$ cat config.mk
export PLATFORM = sky130hd
export DESIGN_NAME = snoop_flush_trigger
export DESIGN_NICKNAME = d
export VERILOG_FILES = /design/src/rtl/sft_pkg.sv /design/src/rtl/sft_cycle_decode.sv /design/src/rtl/sft_hold_edge.sv /design/src/rtl/sft_pulse_fsm.sv /design/src/rtl/snoop_flush_trigger.sv
export SDC_FILE = /design/constraint.sdc
export NUM_CORES = 1
export LEC_CHECK = 0
export BUFFER_PORTS_ARGS = -buffer_cell sky130_fd_sc_hd__buf_2
export CAP_MARGIN = 30
export CORE_AREA = 2 2 39 41
export CTS_BUF_LIST = sky130_fd_sc_hd__clkbuf_4
export CTS_CLUSTER_DIAMETER = 80
export DETAILED_ROUTE_END_ITERATION = 10
export DIE_AREA = 0 0 41 43
export GPL_TIMING_DRIVEN = 1
export SLEW_MARGIN = 20
export SYNTH_ARGS = -nofsm -noshare
export SYNTH_HDL_FRONTEND = slang
export SYNTH_SLANG_ARGS = --single-unit
$ cat constraint.sdc
create_clock -name clk -period 2.1 [get_ports clk]
set_clock_uncertainty 0.1 [all_clocks]
set_input_delay 0.315 -clock clk [delete_from_list [all_inputs] [get_ports clk]]
set_output_delay 0.315 -clock clk [all_outputs]
set_load 0.005 [all_outputs]
$ cat src/rtl/sft_pkg.sv
package sft_pkg;

    typedef enum logic {
        ST_IDLE  = 1'b0,
        ST_PULSE = 1'b1
    } flush_state_e;

    typedef enum logic [2:0] {
        CK_MEMORY,
        CK_IO_READ,
        CK_IO_WRITE,
        CK_INT_ACK,
        CK_SPECIAL
    } cycle_kind_e;

    // Code order is {mem, data, wr}
    function automatic cycle_kind_e classify(input logic mem, input logic data, input logic wr);
        cycle_kind_e kind;
        if (mem) begin
            kind = CK_MEMORY;
        end else begin
            unique case ({data, wr})
                2'b10:   kind = CK_IO_READ;
                2'b11:   kind = CK_IO_WRITE;
                2'b00:   kind = CK_INT_ACK;
                default: kind = CK_SPECIAL;
            endcase
        end
        return kind;
    endfunction

endpackage

$ cat src/rtl/sft_cycle_decode.sv
module sft_cycle_decode
    import sft_pkg::*;
(
    input  logic ads_n,
    input  logic cyc_mem,
    input  logic cyc_data,
    input  logic cyc_wr,
    input  logic en_io_rd,
    input  logic en_inta,
    output logic cyc_trig
);

    cycle_kind_e kind;

    always_comb begin
        kind     = classify(cyc_mem, cyc_data, cyc_wr);
        cyc_trig = 1'b0;
        if (!ads_n) begin
            unique case (kind)
                CK_IO_READ: cyc_trig = en_io_rd;
                CK_INT_ACK: cyc_trig = en_inta;
                default:    cyc_trig = 1'b0;
            endcase
        end
    end

endmodule

$ cat src/rtl/sft_hold_edge.sv
module sft_hold_edge (
    input  logic clk,
    input  logic rst_n,
    input  logic hold_ack,
    input  logic en_hold,
    output logic hold_prev,
    output logic hold_trig
);

    always_ff @(posedge clk or negedge rst_n) begin
        if (!rst_n) begin
            hold_prev <= 1'b0;
        end else begin
            hold_prev <= hold_ack;
        end
    end

    assign hold_trig = en_hold & hold_ack & ~hold_prev;

endmodule

$ cat src/rtl/sft_pulse_fsm.sv
module sft_pulse_fsm
    import sft_pkg::*;
#(
    parameter int unsigned CNT_W = 4
) (
    input  logic             clk,
    input  logic             rst_n,
    input  logic             trig,
    input  logic [CNT_W-1:0] load_val,
    output logic             flush_n
);

    flush_state_e     state_q, state_d;
    logic [CNT_W-1:0] cnt_q, cnt_d;

    always_comb begin
        state_d = state_q;
        cnt_d   = cnt_q;
        unique case (state_q)
            ST_IDLE: begin
                if (trig) begin          // START
                    state_d = ST_PULSE;
                    cnt_d   = load_val;
                end
            end
            ST_PULSE: begin
                if (trig) begin          // RESTART
                    cnt_d = load_val;
                end else if (cnt_q != '0) begin  // COUNT
                    cnt_d = cnt_q - 1'b1;
                end else begin           // DONE
                    state_d = ST_IDLE;
                end
            end
            default: state_d = ST_IDLE;
        endcase
    end

    always_ff @(posedge clk or negedge rst_n) begin
        if (!rst_n) begin
            state_q <= ST_IDLE;
            cnt_q   <= '0;
        end else begin
            state_q <= state_d;
            cnt_q   <= cnt_d;
        end
    end

    always_comb begin
        unique case (state_q)
            ST_PULSE: flush_n = 1'b0;
            default:  flush_n = 1'b1;
        endcase
    end

endmodule

$ cat src/rtl/snoop_flush_trigger.sv
module snoop_flush_trigger #(
    parameter int unsigned LEN_W = 4
) (
    input  logic             clk,
    input  logic             rst_n,
    input  logic             ads_n,
    input  logic             cyc_mem,
    input  logic             cyc_data,
    input  logic             cyc_wr,
    input  logic             hold_ack,
    input  logic             en_io_rd,
    input  logic             en_inta,
    input  logic             en_hold,
    input  logic [LEN_W-1:0] pulse_len,
    output logic             flush_n
);

    logic cyc_trig;
    logic hold_trig;
    logic hold_prev;
    logic any_trig;

    sft_cycle_decode u_decode (
        .ads_n    (ads_n),
        .cyc_mem  (cyc_mem),
        .cyc_data (cyc_data),
        .cyc_wr   (cyc_wr),
        .en_io_rd (en_io_rd),
        .en_inta  (en_inta),
        .cyc_trig (cyc_trig)
    );

    sft_hold_edge u_hold (
        .clk       (clk),
        .rst_n     (rst_n),
        .hold_ack  (hold_ack),
        .en_hold   (en_hold),
        .hold_prev (hold_prev),
        .hold_trig (hold_trig)
    );

    assign any_trig = cyc_trig | hold_trig;

    sft_pulse_fsm #(.CNT_W(LEN_W)) u_fsm (
        .clk      (clk),
        .rst_n    (rst_n),
        .trig     (any_trig),
        .load_val (pulse_len),
        .flush_n  (flush_n)
    );

endmodule

# After elaboration in Yosys (flattened, before gate mapping)
# Cells that the tools add are included.
# totals
output_inout_bits	1
ff_bits	6
input_bits	14
# classes
eq_ne	6
reduce_logical	3
bitwise_logic	5
mux	13
add_sub_neg	1
# op_table
cell	count
two-way mux 4 bit	3
case mux 3 bit (3 select lines)	1
case mux 4 bit (2 select lines)	1
two-way mux 1 bit	5
== test 2 bit, second input constant	2
case mux 1 bit (2 select lines)	2
nonzero test 4 bit	1
subtractor 4 x 1 -> 4 bit, second input constant	1
== test 3 x 1 -> 1 bit, second input constant	1
== test 3 x 2 -> 1 bit, second input constant	1
two-way mux 3 bit	1
!= test 3 bit, second input constant	1
AND 1 bit	2
zero test 2 bit	1
!= test 2 bit, second input constant	1
inverter 1 bit	2
AND reduction 2 bit	1
bitwise OR 1 bit	1

# Longest topological paths before layout
# Gate-level depths: netlist of the first run.
# logic_depth
ltp_word	9
depth_mapped	6

# By module
# A second synthesis of the first run with hierarchy kept.
# hier_totals
cells_unflattened	44
hier_area_um2	417.9
# by_module_without_submodules
module	area_per_inst_um2	cells_per_inst	seq_area_each_um2	instances
sft_pulse_fsm	302.8	32	125.1	1
sft_cycle_decode	75.1	9	0.0	1
sft_hold_edge	33.8	2	25.0	1
snoop_flush_trigger	6.3	1	0.0	1

# Least setup slack after synthesis of the first run
# OpenSTA, ideal clock, no wires.
# synth_timing
kind	input port to flip-flop
start	input cyc_data
end	register u_fsm.cnt_q[1]
t_required_ps	1875
slack_ps	267
path_stages	5
n_path_buf	0
arrival_time_ps	1607
path_cell_list	inv_1 ha_1 or4_4 o22ai_4 mux2_4
# synth_via
elab_chain_cells	9
elab_cells_between_ends	15
cone_classes	6 x eq/ne; 6 x mux; 1 x bitwise; 2 x reduce/logical
# synth_rtl
element	line_no	text
from (decl)	snoop_flush_trigger.sv:8	input logic cyc_data,
== test 2 bit or zero test 2 bit (tied branches)	sft_pkg.sv:22	unique case ({data, wr})
case mux 3 bit (3 select lines) (*)	sft_pkg.sv:22	
two-way mux 3 bit (*)	sft_pkg.sv:19	if (mem) begin
== test 3 x 2 -> 1 bit or == test 3 x 1 -> 1 bit (tied branches)	sft_cycle_decode.sv:19	unique case (kind)
case mux 1 bit (2 select lines) (*)	sft_cycle_decode.sv:19	
two-way mux 1 bit (*)	sft_cycle_decode.sv:18	if (!ads_n) begin
bitwise OR 1 bit (*)	snoop_flush_trigger.sv:42	assign any_trig = cyc_trig | hold_trig;
two-way mux 4 bit, or another cell as far along	sft_pulse_fsm.sv:27	if (trig) begin
case mux 4 bit (2 select lines) or AND reduction 2 bit (tied branches)	-	
to (signal assigned)	sft_pulse_fsm.sv:45	cnt_q <= cnt_d;
to (decl)	sft_pulse_fsm.sv:14	logic [CNT_W-1:0] cnt_q, cnt_d;
# Every way passes the cells marked *; elsewhere a longest branch is shown, timed or not.
# A chain may end at the register's enable or synchronous reset.

# Worst setup path in the final report of the first run
# layout_timing
start	register u_fsm.cnt_q[0]
end	register u_fsm.cnt_q[1]
# layout_via
elab_chain_cells	4
elab_cells_between_ends	7
cone_classes	1 x add/sub; 1 x eq/ne; 3 x mux; 2 x reduce/logical
# layout_rtl
element	line_no	text
subtractor 4 x 1 -> 4 bit	sft_pulse_fsm.sv:30	cnt_d = cnt_q - 1'b1;
two-way mux 4 bit	sft_pulse_fsm.sv:29	end else if (cnt_q != '0) begin
two-way mux 4 bit	sft_pulse_fsm.sv:27	
case mux 4 bit (2 select lines)	sft_pulse_fsm.sv:19	unique case (state_q)
# Parallel ways exist; a longest one is shown, timed or not. The select of a mux whose other input is x is not followed.

==> results.md, run 1 <==
- Together, buffers and inverters on the worst path number 1.
- 0 antenna diodes ended up in the layout.
- When the netlist entered floorplanning its net count stood at 52.
- In this run the post-CTS setup repair buffer count came out at 0.
- Across all setup checks in the final design, the least slack found is 0.454 ns.
- The final-layout fill cell count is 147.
- The final hold violation count came to 0.
- Once the clock tree was built, the resizer swapped 0 gates to a different size.
- The flow ran to the end, and the final reports show no timing, DRC or antenna violations.
- The most frequently used flop master after synthesis is dfrtp_1.
- The count of endpoints failing setup in the final report is 0.
- The final antenna-violating net count is 0.
- After legalization and detailed placement, the total HPWL measured 557 um.
- The number of distinct library cells after synthesis is 16.
- The clock passes through at most 2 buffers.
- VDD sags by at most 0.330 mV.
- The endpoint kind of the worst setup timing path is a flop.
- The leakage power figure is 0.246 nW.
- The slew at the pin closest to its max-slew limit is 0.334 ns.
- The worst hold path belongs to the class primary input to flop.
- The biggest area contributor in the post-synthesis netlist is dfrtp_1.
- Walking the worst path, the cells encountered are inv_1, ha_1, nand2b_1, o21ai_1, mux2i_1, mux2_4.
- CTS built an H-tree with a depth of 1.
- The type of the worst setup path is flop to flop.
- Measured against its own limit, the worst slew margin works out to 77.6%.
- The cell family contributing the most delay on the critical path is multiplexers.
- The power consumption is 0.540 mW.
- The area growth from synthesis to final layout is 36.0%.
- Subtracting the final worst setup slack from the clock period gives 1.65 ns.
- The via count is 312.
- The final sum of negative setup slack is 0 ns.
- The clock tree root driver cell is clkbuf_4.
- The first-pass GRT wire length is 1.27 mm.
- The final cell count without fillers is 70.
- For this run, asynchronously set or reset flops after synthesis account for 100%.
- The maximum clock frequency is 0.608 GHz.
- The clock network latency to the later pin of the worst-skew pair is 0.24 ns.
- The count of final max-slew check failures was 0.
- The slowest library cell on the worst path is dfrtp_1.
- By instance count, the leading cell after synthesis is dfrtp_1.
- After the first detailed-routing iteration, the DRC count stood at 3.
- Data on the critical path is required at its endpoint by 2.12 ns.
- Ranked by total cell area, the synthesized netlist is headed by dfrtp_1, ha_1, mux2i_1, o22ai_4, nand2_1.
- Synthesis produced 35 cells.
- The post-route worst hold slack is 0.0977 ns.
- The horizontal die dimension is 41 um.
- The cell count after placement is 66.
- The iteration count of the initial detailed-routing pass is 2.
- The largest single stage delay on the critical path is 0.37 ns.
- The share of the synthesized area in the top cell type is 41.5%.
- The post-detailed-route wirelength per cell is 9.23 um.
- The sum of overflow across all layers after global routing is 0.
- For this configuration, the core starts out at a cell density of 26.1%.
- The number of cell rows is 14.
- The via density per instance is 4.46.
- The signal arrival time at the worst endpoint is 1.66 ns.
- During I/O placement, the number of pins put on the boundary was 15.
- The net count of the finished layout is 73.
- The post-layout instance area is 492 sq um.
- The pre-CTS setup slack is 0.204 ns.
- The highest fanout seen on the critical path is 3.
- The worst setup path is launched from a flop.
- Global routing consumed, over all layers together, 10.4% of the routing resources.
- The final weighted congestion in routability-driven placement is 0.722.
- The post-synthesis sequential element count is 6.
- The worst path uses 78.4% of the clock period.
- The count of synthesis-stage warnings from yosys is 0.
- The synthesized area is 362 sq um.
- The clock slew at the register clock pins of the worst setup and hold paths is 0.04 ns.
- In this run the vertical extent of the chip is 43 um.
- TritonCTS built the clock tree.
- Buffers inserted to repair hold after CTS numbered 1.
- CTS saw 6 sinks.
- The via count of the first global-routing pass came to 349.
- The DRC violations left is 0.
- The total placed instance area is 459 sq um.
- The placeable core area is 1380 sq um.
- The die covers 1760 sq um.
- Cells fill 35.5% of the core in the end.
- Entering global routing, the biggest net connects 8 pins.
- Setup repair after global routing left no endpoint under its margin.
- Across the run, the number of max-cap violations was 0.
- The number of antenna violations at the first check in global routing was 0.
- Of the synthesized area, sequential elements account for 41.5%.
- The synthesized area per cell is 10.3 sq um.
- The synthesized design contains 0 enable-type register cells.
- In this run the power density over the cells is 1100 nW/um^2.
- Wires add up to 646 um.
- Input and output buffers added on the ports amount to 14.
- The ratio of cells with drive above 1 in the final layout is 38.9%.
- By count the netlist is led by dfrtp_1, nand2_1, inv_1.
- The TritonCTS buffer count is 3.
-- logic make-up (layout without fill, tap and decap cells) --
logic type                 after synthesis  in the layout  share of synthesized area (%)
xor gates and xnor gates                 1              1                           2.42
and+or+nand+nor                         11             11                           18.0
AOI/OAI and AO/OA                        7              7                           13.8
DFF                                      6              6                           41.5
adders and majority gates                3              3                           10.4
buffers and inverters                    4             23                           4.15
muxes                                    3              3                           9.69
-- registers in the layout, indices dropped and copies added (netlist names) --
name and count:
u_hold.hold_prev 1, u_fsm.state_q 1, u_fsm.cnt_q 4
-- power breakdown --
group	switching (mW)	total, mW	internal (mW)
sequential	0.0318	0.199	0.167
clock	0.0369	0.101	0.0643
combinational	0.112	0.240	0.128
-- layout make-up --
class                      instances  area (sq um)  area share [%]
clock buffer                       3          22.5            4.58
tap                               16          20.0            4.07
sequential                         6           150            30.5
multi-input combinational         25           196            39.9
timing repair buffer              16          87.6            17.8
inverter                           4          15.0            3.05
-- worst paths after layout --
check	slack (ns)	to	from	depth (start not counted)
max in group asynchronous	1.42	u_fsm.cnt_q[3]	rst_n	2
min in group asynchronous	0.33	u_fsm.cnt_q[2]	rst_n	2
worst min-delay path	0.1	u_hold.hold_prev	hold_ack	1
worst min register to register	0.49	u_fsm.cnt_q[3]	u_fsm.cnt_q[3]	2
worst max-delay path	0.45	u_fsm.cnt_q[1]	u_fsm.cnt_q[0]	6
worst max register to register	0.45	u_fsm.cnt_q[1]	u_fsm.cnt_q[0]	6
-- worst reg2reg max path, delay by kind of cell, from the launching register on --
family / cells / cell delay (ns)
flops: 1 / 0.37
fa+ha+maj: 1 / 0.18
simple gates: 1 / 0.07
compound gates: 1 / 0.29
mux: 2 / 0.41
buf+inv: 1 / 0.11
-- cell usage in the layout, fill, tap and decap left out --
master	instances
ha_1	3
buf_4	1
xnor2_1	1
o21ai_0	3
mux2_4	1
mux2i_1	2
nand2b_1	2
or4_4	1
or4b_1	1
dfrtp_1	6
clkbuf_4	3
nand2_1	5
dlygate4sd3_1	1
o21ai_1	1
a21oi_1	2
nor3_1	1
o22ai_4	1
nor3b_1	1
buf_2	14
inv_1	4
-- metal layers --
metal	GRT usage (%)	part of all wire (%)	vias up
met3	3.14	8.8	0
li1	-	-	159
met4	4.00	0	0
met5	0	0	-
met2	17.5	49	14
met1	11.4	42	139
No activity file was read; power rests on OpenSTA's default activity.
==> inputs of run 2 (changes only) <==
==> constraint.sdc (replaced) <==
create_clock -name clk -period 1.5 [get_ports clk]
set_clock_uncertainty 0.1 [all_clocks]
set_input_delay 0.225 -clock clk [delete_from_list [all_inputs] [get_ports clk]]
set_output_delay 0.225 -clock clk [all_outputs]
set_load 0.005 [all_outputs]
==> results.md, run 2 (synthesized netlist as in run 1, its figures left out) <==
- The count of endpoints failing setup in the final report is 0 (unchanged).
- The TritonCTS buffer count was 3 (unchanged).
- The register with the highest flop count is u_fsm.cnt_q (unchanged).
- The final-layout fill cell count is 135 (was 147).
- The cell count after placement was 69 (was 66).
- The clock slew at the register clock pins of the worst setup and hold paths was 0.04 ns (about the same).
- The count of port buffers added during placement is 14 (unchanged).
- The count of final max-slew check failures is 0 (unchanged).
- The signal arrival time at the worst endpoint is 1.45 ns (was 1.66 ns).
- Registers with the highest flip-flop counts: u_fsm.cnt_q x4, u_fsm.state_q x1, u_hold.hold_prev x1 (unchanged).
- The slew at the pin closest to its max-slew limit was 0.260 ns (was 0.334 ns).
- The source of the worst hold timing path is pulse_len[0] (was hold_ack).
- The DRC violation total after the first TritonRoute iteration is 1 (was 3).
- The endpoint kind of the worst setup timing path is a flop (unchanged).
- The overall die height came to 43 um (unchanged).
- The number of buffers inserted to repair setup after CTS was 0 (unchanged).
- The power consumption is 0.938 mW (was 0.540 mW).
- The clock tree buffer depth is 2 (unchanged).
- The leakage power figure is 0.271 nW (was 0.246 nW).
- The total routing resource utilization after global routing was 11.1% (was 10.4%).
- The clock network latency to the later pin of the worst-skew pair is 0.24 ns (about the same).
- The post-detailed-route wirelength per cell is 10.1 um (was 9.23 um).
- The clock tree from TritonCTS is yes (unchanged).
- The worst voltage drop across the vdd grid came to 0.453 mV (was 0.330 mV).
- The type of element launching the critical path is a flop (unchanged).
- The worst-case setup margin in the final layout is 0.0709 ns (was 0.454 ns).
- The deepest level of the CTS H-tree is 1 (unchanged).
- The number of cell rows is 14 (unchanged).
- The startpoint of the lowest-slack register-to-register path is u_fsm.cnt_q[1] (was u_fsm.cnt_q[0]).
- The count of nets after finishing is 77 (was 73).
- The headroom to the max-slew limit came to 82.2% (was 77.6%).
- The slack of the worst reg-to-reg path was 0.07 ns (was 0.45 ns).
- The final antenna-violating net count is 0 (unchanged).
- The power per cell area is 1640 nW/um^2 (was 1100 nW/um^2).
- The iteration count of the initial detailed-routing pass is 2 (unchanged).
- The longest individual stage delay on the worst path was 0.38 ns (was 0.37 ns).
- The via count is 337 (was 312).
- The data required time of the worst path is 1.52 ns (was 2.12 ns).
- The flip-flop count of the largest register after layout came to 4 (unchanged).
- The pre-CTS setup slack is -0.159 ns (was 0.204 ns).
- The slowest library cell on the worst path is dfrtp_1 (unchanged).
- The type of the worst setup path was flop to flop (unchanged).
- The count of boundary I/O pins was 15 (unchanged).
- The DRC violations left came to 0 (unchanged).
- The leading cell type in the layout, fill and taps excluded is buf_2 (unchanged).
- The number of antenna violations at the first check in global routing was 0 (unchanged).
- The final HPWL from detailed placement is 583 um (was 557 um).
- The part of the cycle the worst path needs came to 95.3% (was 78.4%).
- The via density per instance is 4.55 (was 4.46).
- The full die area is 1760 sq um (unchanged).
- The total inserted antenna cells is 0 (unchanged).
- The clock tree root driver cell is clkbuf_4 (unchanged).
- The maximum number of pins on one net before global-route repair is 8 (unchanged).
- The final cell count without fillers came to 74 (was 70).
- The area taken by flip-flops and latches was 150 sq um (unchanged).
- The final weighted congestion in routability-driven placement is 0.692 (was 0.722).
- The final core area utilization is 41.4% (was 35.5%).
- The count of max-cap constraint violations was 0 (unchanged).
- The cell count of the worst hold path is 3 (was 1).
- The horizontal die dimension is 41 um (unchanged).
- The first-pass GRT wire length was 1.20 mm (was 1.27 mm).
- Unrepaired setup endpoints after global routing: false (unchanged).
- The destination of the worst register-to-register timing path is u_fsm.cnt_q[1] (unchanged).
- The worst min-delay path endpoint is u_fsm.cnt_q[0] (was u_hold.hold_prev).
- The highest fanout seen on the critical path is 2 (was 3).
- The area growth from synthesis to final layout came to 58.5% (was 36.0%).
- The placeable core area is 1380 sq um (unchanged).
- Sequence of cells on the critical path: inv_2, ha_4, nand2b_4, o21ai_2, mux2i_1, mux2_4 (was inv_1, ha_1, nand2b_1, o21ai_1, mux2i_1, mux2_4).
- The shortest clock period the worst path allows after layout is 1.43 ns (was 1.65 ns).
- The sum of overflow across all layers after global routing is 0 (unchanged).
- The routed wire length came to 751 um (was 646 um).
- The ratio of cells with drive above 1 in the final layout is 55.2% (was 38.9%).
- Status: completed (unchanged).
- The via count of the first global-routing pass came to 314 (was 349).
- The total clock sinks is 6 (unchanged).
- The multi-input combinational cell area is 238 sq um (was 196 sq um).
- Most frequent cells in the layout: buf_2, dfrtp_1, nand2_1 (unchanged).
- The maximum clock frequency came to 0.700 GHz (was 0.608 GHz).
- The number of cell instances on the worst register-to-register path was 6 (unchanged).
- The initial cell density of the core was 26.1% (unchanged).
- The path type of the worst min-delay path is primary input to flop (unchanged).
- The final hold violation count came to 0 (unchanged).
-- run 2: cell count changes in the layout (fill, tap and decap cells not counted), sizes merged --
cell,delta
dlygate4sd3,+1
buf,+3
-- run 2: critical path: cells and delay by family, from the launching register on --
| kind | cells | cell delay (ns) |
|---|---|---|
| simple gates | 1 | 0.05 |
| compound gates | 1 | 0.18 |
| mux | 2 | 0.35 |
| fa+ha+maj | 1 | 0.16 |
| flops | 1 | 0.38 |
| buf+inv | 1 | 0.09 |
-- run 2: layer usage --
metal / part of all wire (%) / global-route usage (%) / wire [um]
met1: 38 / 11.4 / 287
met2: 53 / 15.6 / 398
met3: 3.6 / 2.09 / 27
met4: 5.1 / 14.0 / 38
met5: 0 / 0 / 0
-- run 2: worst max path at each step --
| stage | from | endpoint | slack, ns | cells after the start |
|---|---|---|---|---|
| final | u_fsm.cnt_q[1] | u_fsm.cnt_q[1] | 0.07 | 6 |
| after global placement | cyc_data | u_fsm.cnt_q[1] | -0.15 | 6 |
| after global routing | u_fsm.cnt_q[1] | u_fsm.cnt_q[3] | 0.007 | 4 |
| after detailed placement | cyc_data | u_fsm.cnt_q[1] | -0.16 | 6 |
| after floorplan | cyc_data | u_fsm.cnt_q[1] | -0.05 | 5 |
| after CTS | u_fsm.cnt_q[0] | u_fsm.cnt_q[1] | 0.05 | 6 |
-- run 2: through the flow --
step	hold slack, ns	area [sq um]	TNS (ns)
after detailed placement	-0.0408	502	-0.552
after global routing	0.0871	573	0
after CTS	0.0768	548	0
after floorplan	-0.171	382	-0.0470
final	0.0835	573	0
after global placement	-0.0439	502	-0.479
-- run 2: repair_timing --
action | in CTS | in global routing
hold endpoints to repair | 7 | 0
pin swaps | 0 | 2
hold buffers | 2 | 0
gates resized for setup | 1 | 7
setup endpoints to repair | 1 | 3
-- run 2: layout make-up --
| class | instances | area share, % |
|---|---|---|
| inverter | 4 | 3.93 |
| tap | 16 | 3.49 |
| multi-input combinational | 25 | 41.5 |
| timing repair buffer | 20 | 21.0 |
| sequential | 6 | 26.2 |
| clock buffer | 3 | 3.93 |
-- run 2: where the power goes --
part           switching (mW)  internal [mW]  total (mW)
combinational           0.205          0.294       0.499
clock                  0.0574         0.0904       0.148
sequential             0.0580          0.234       0.292
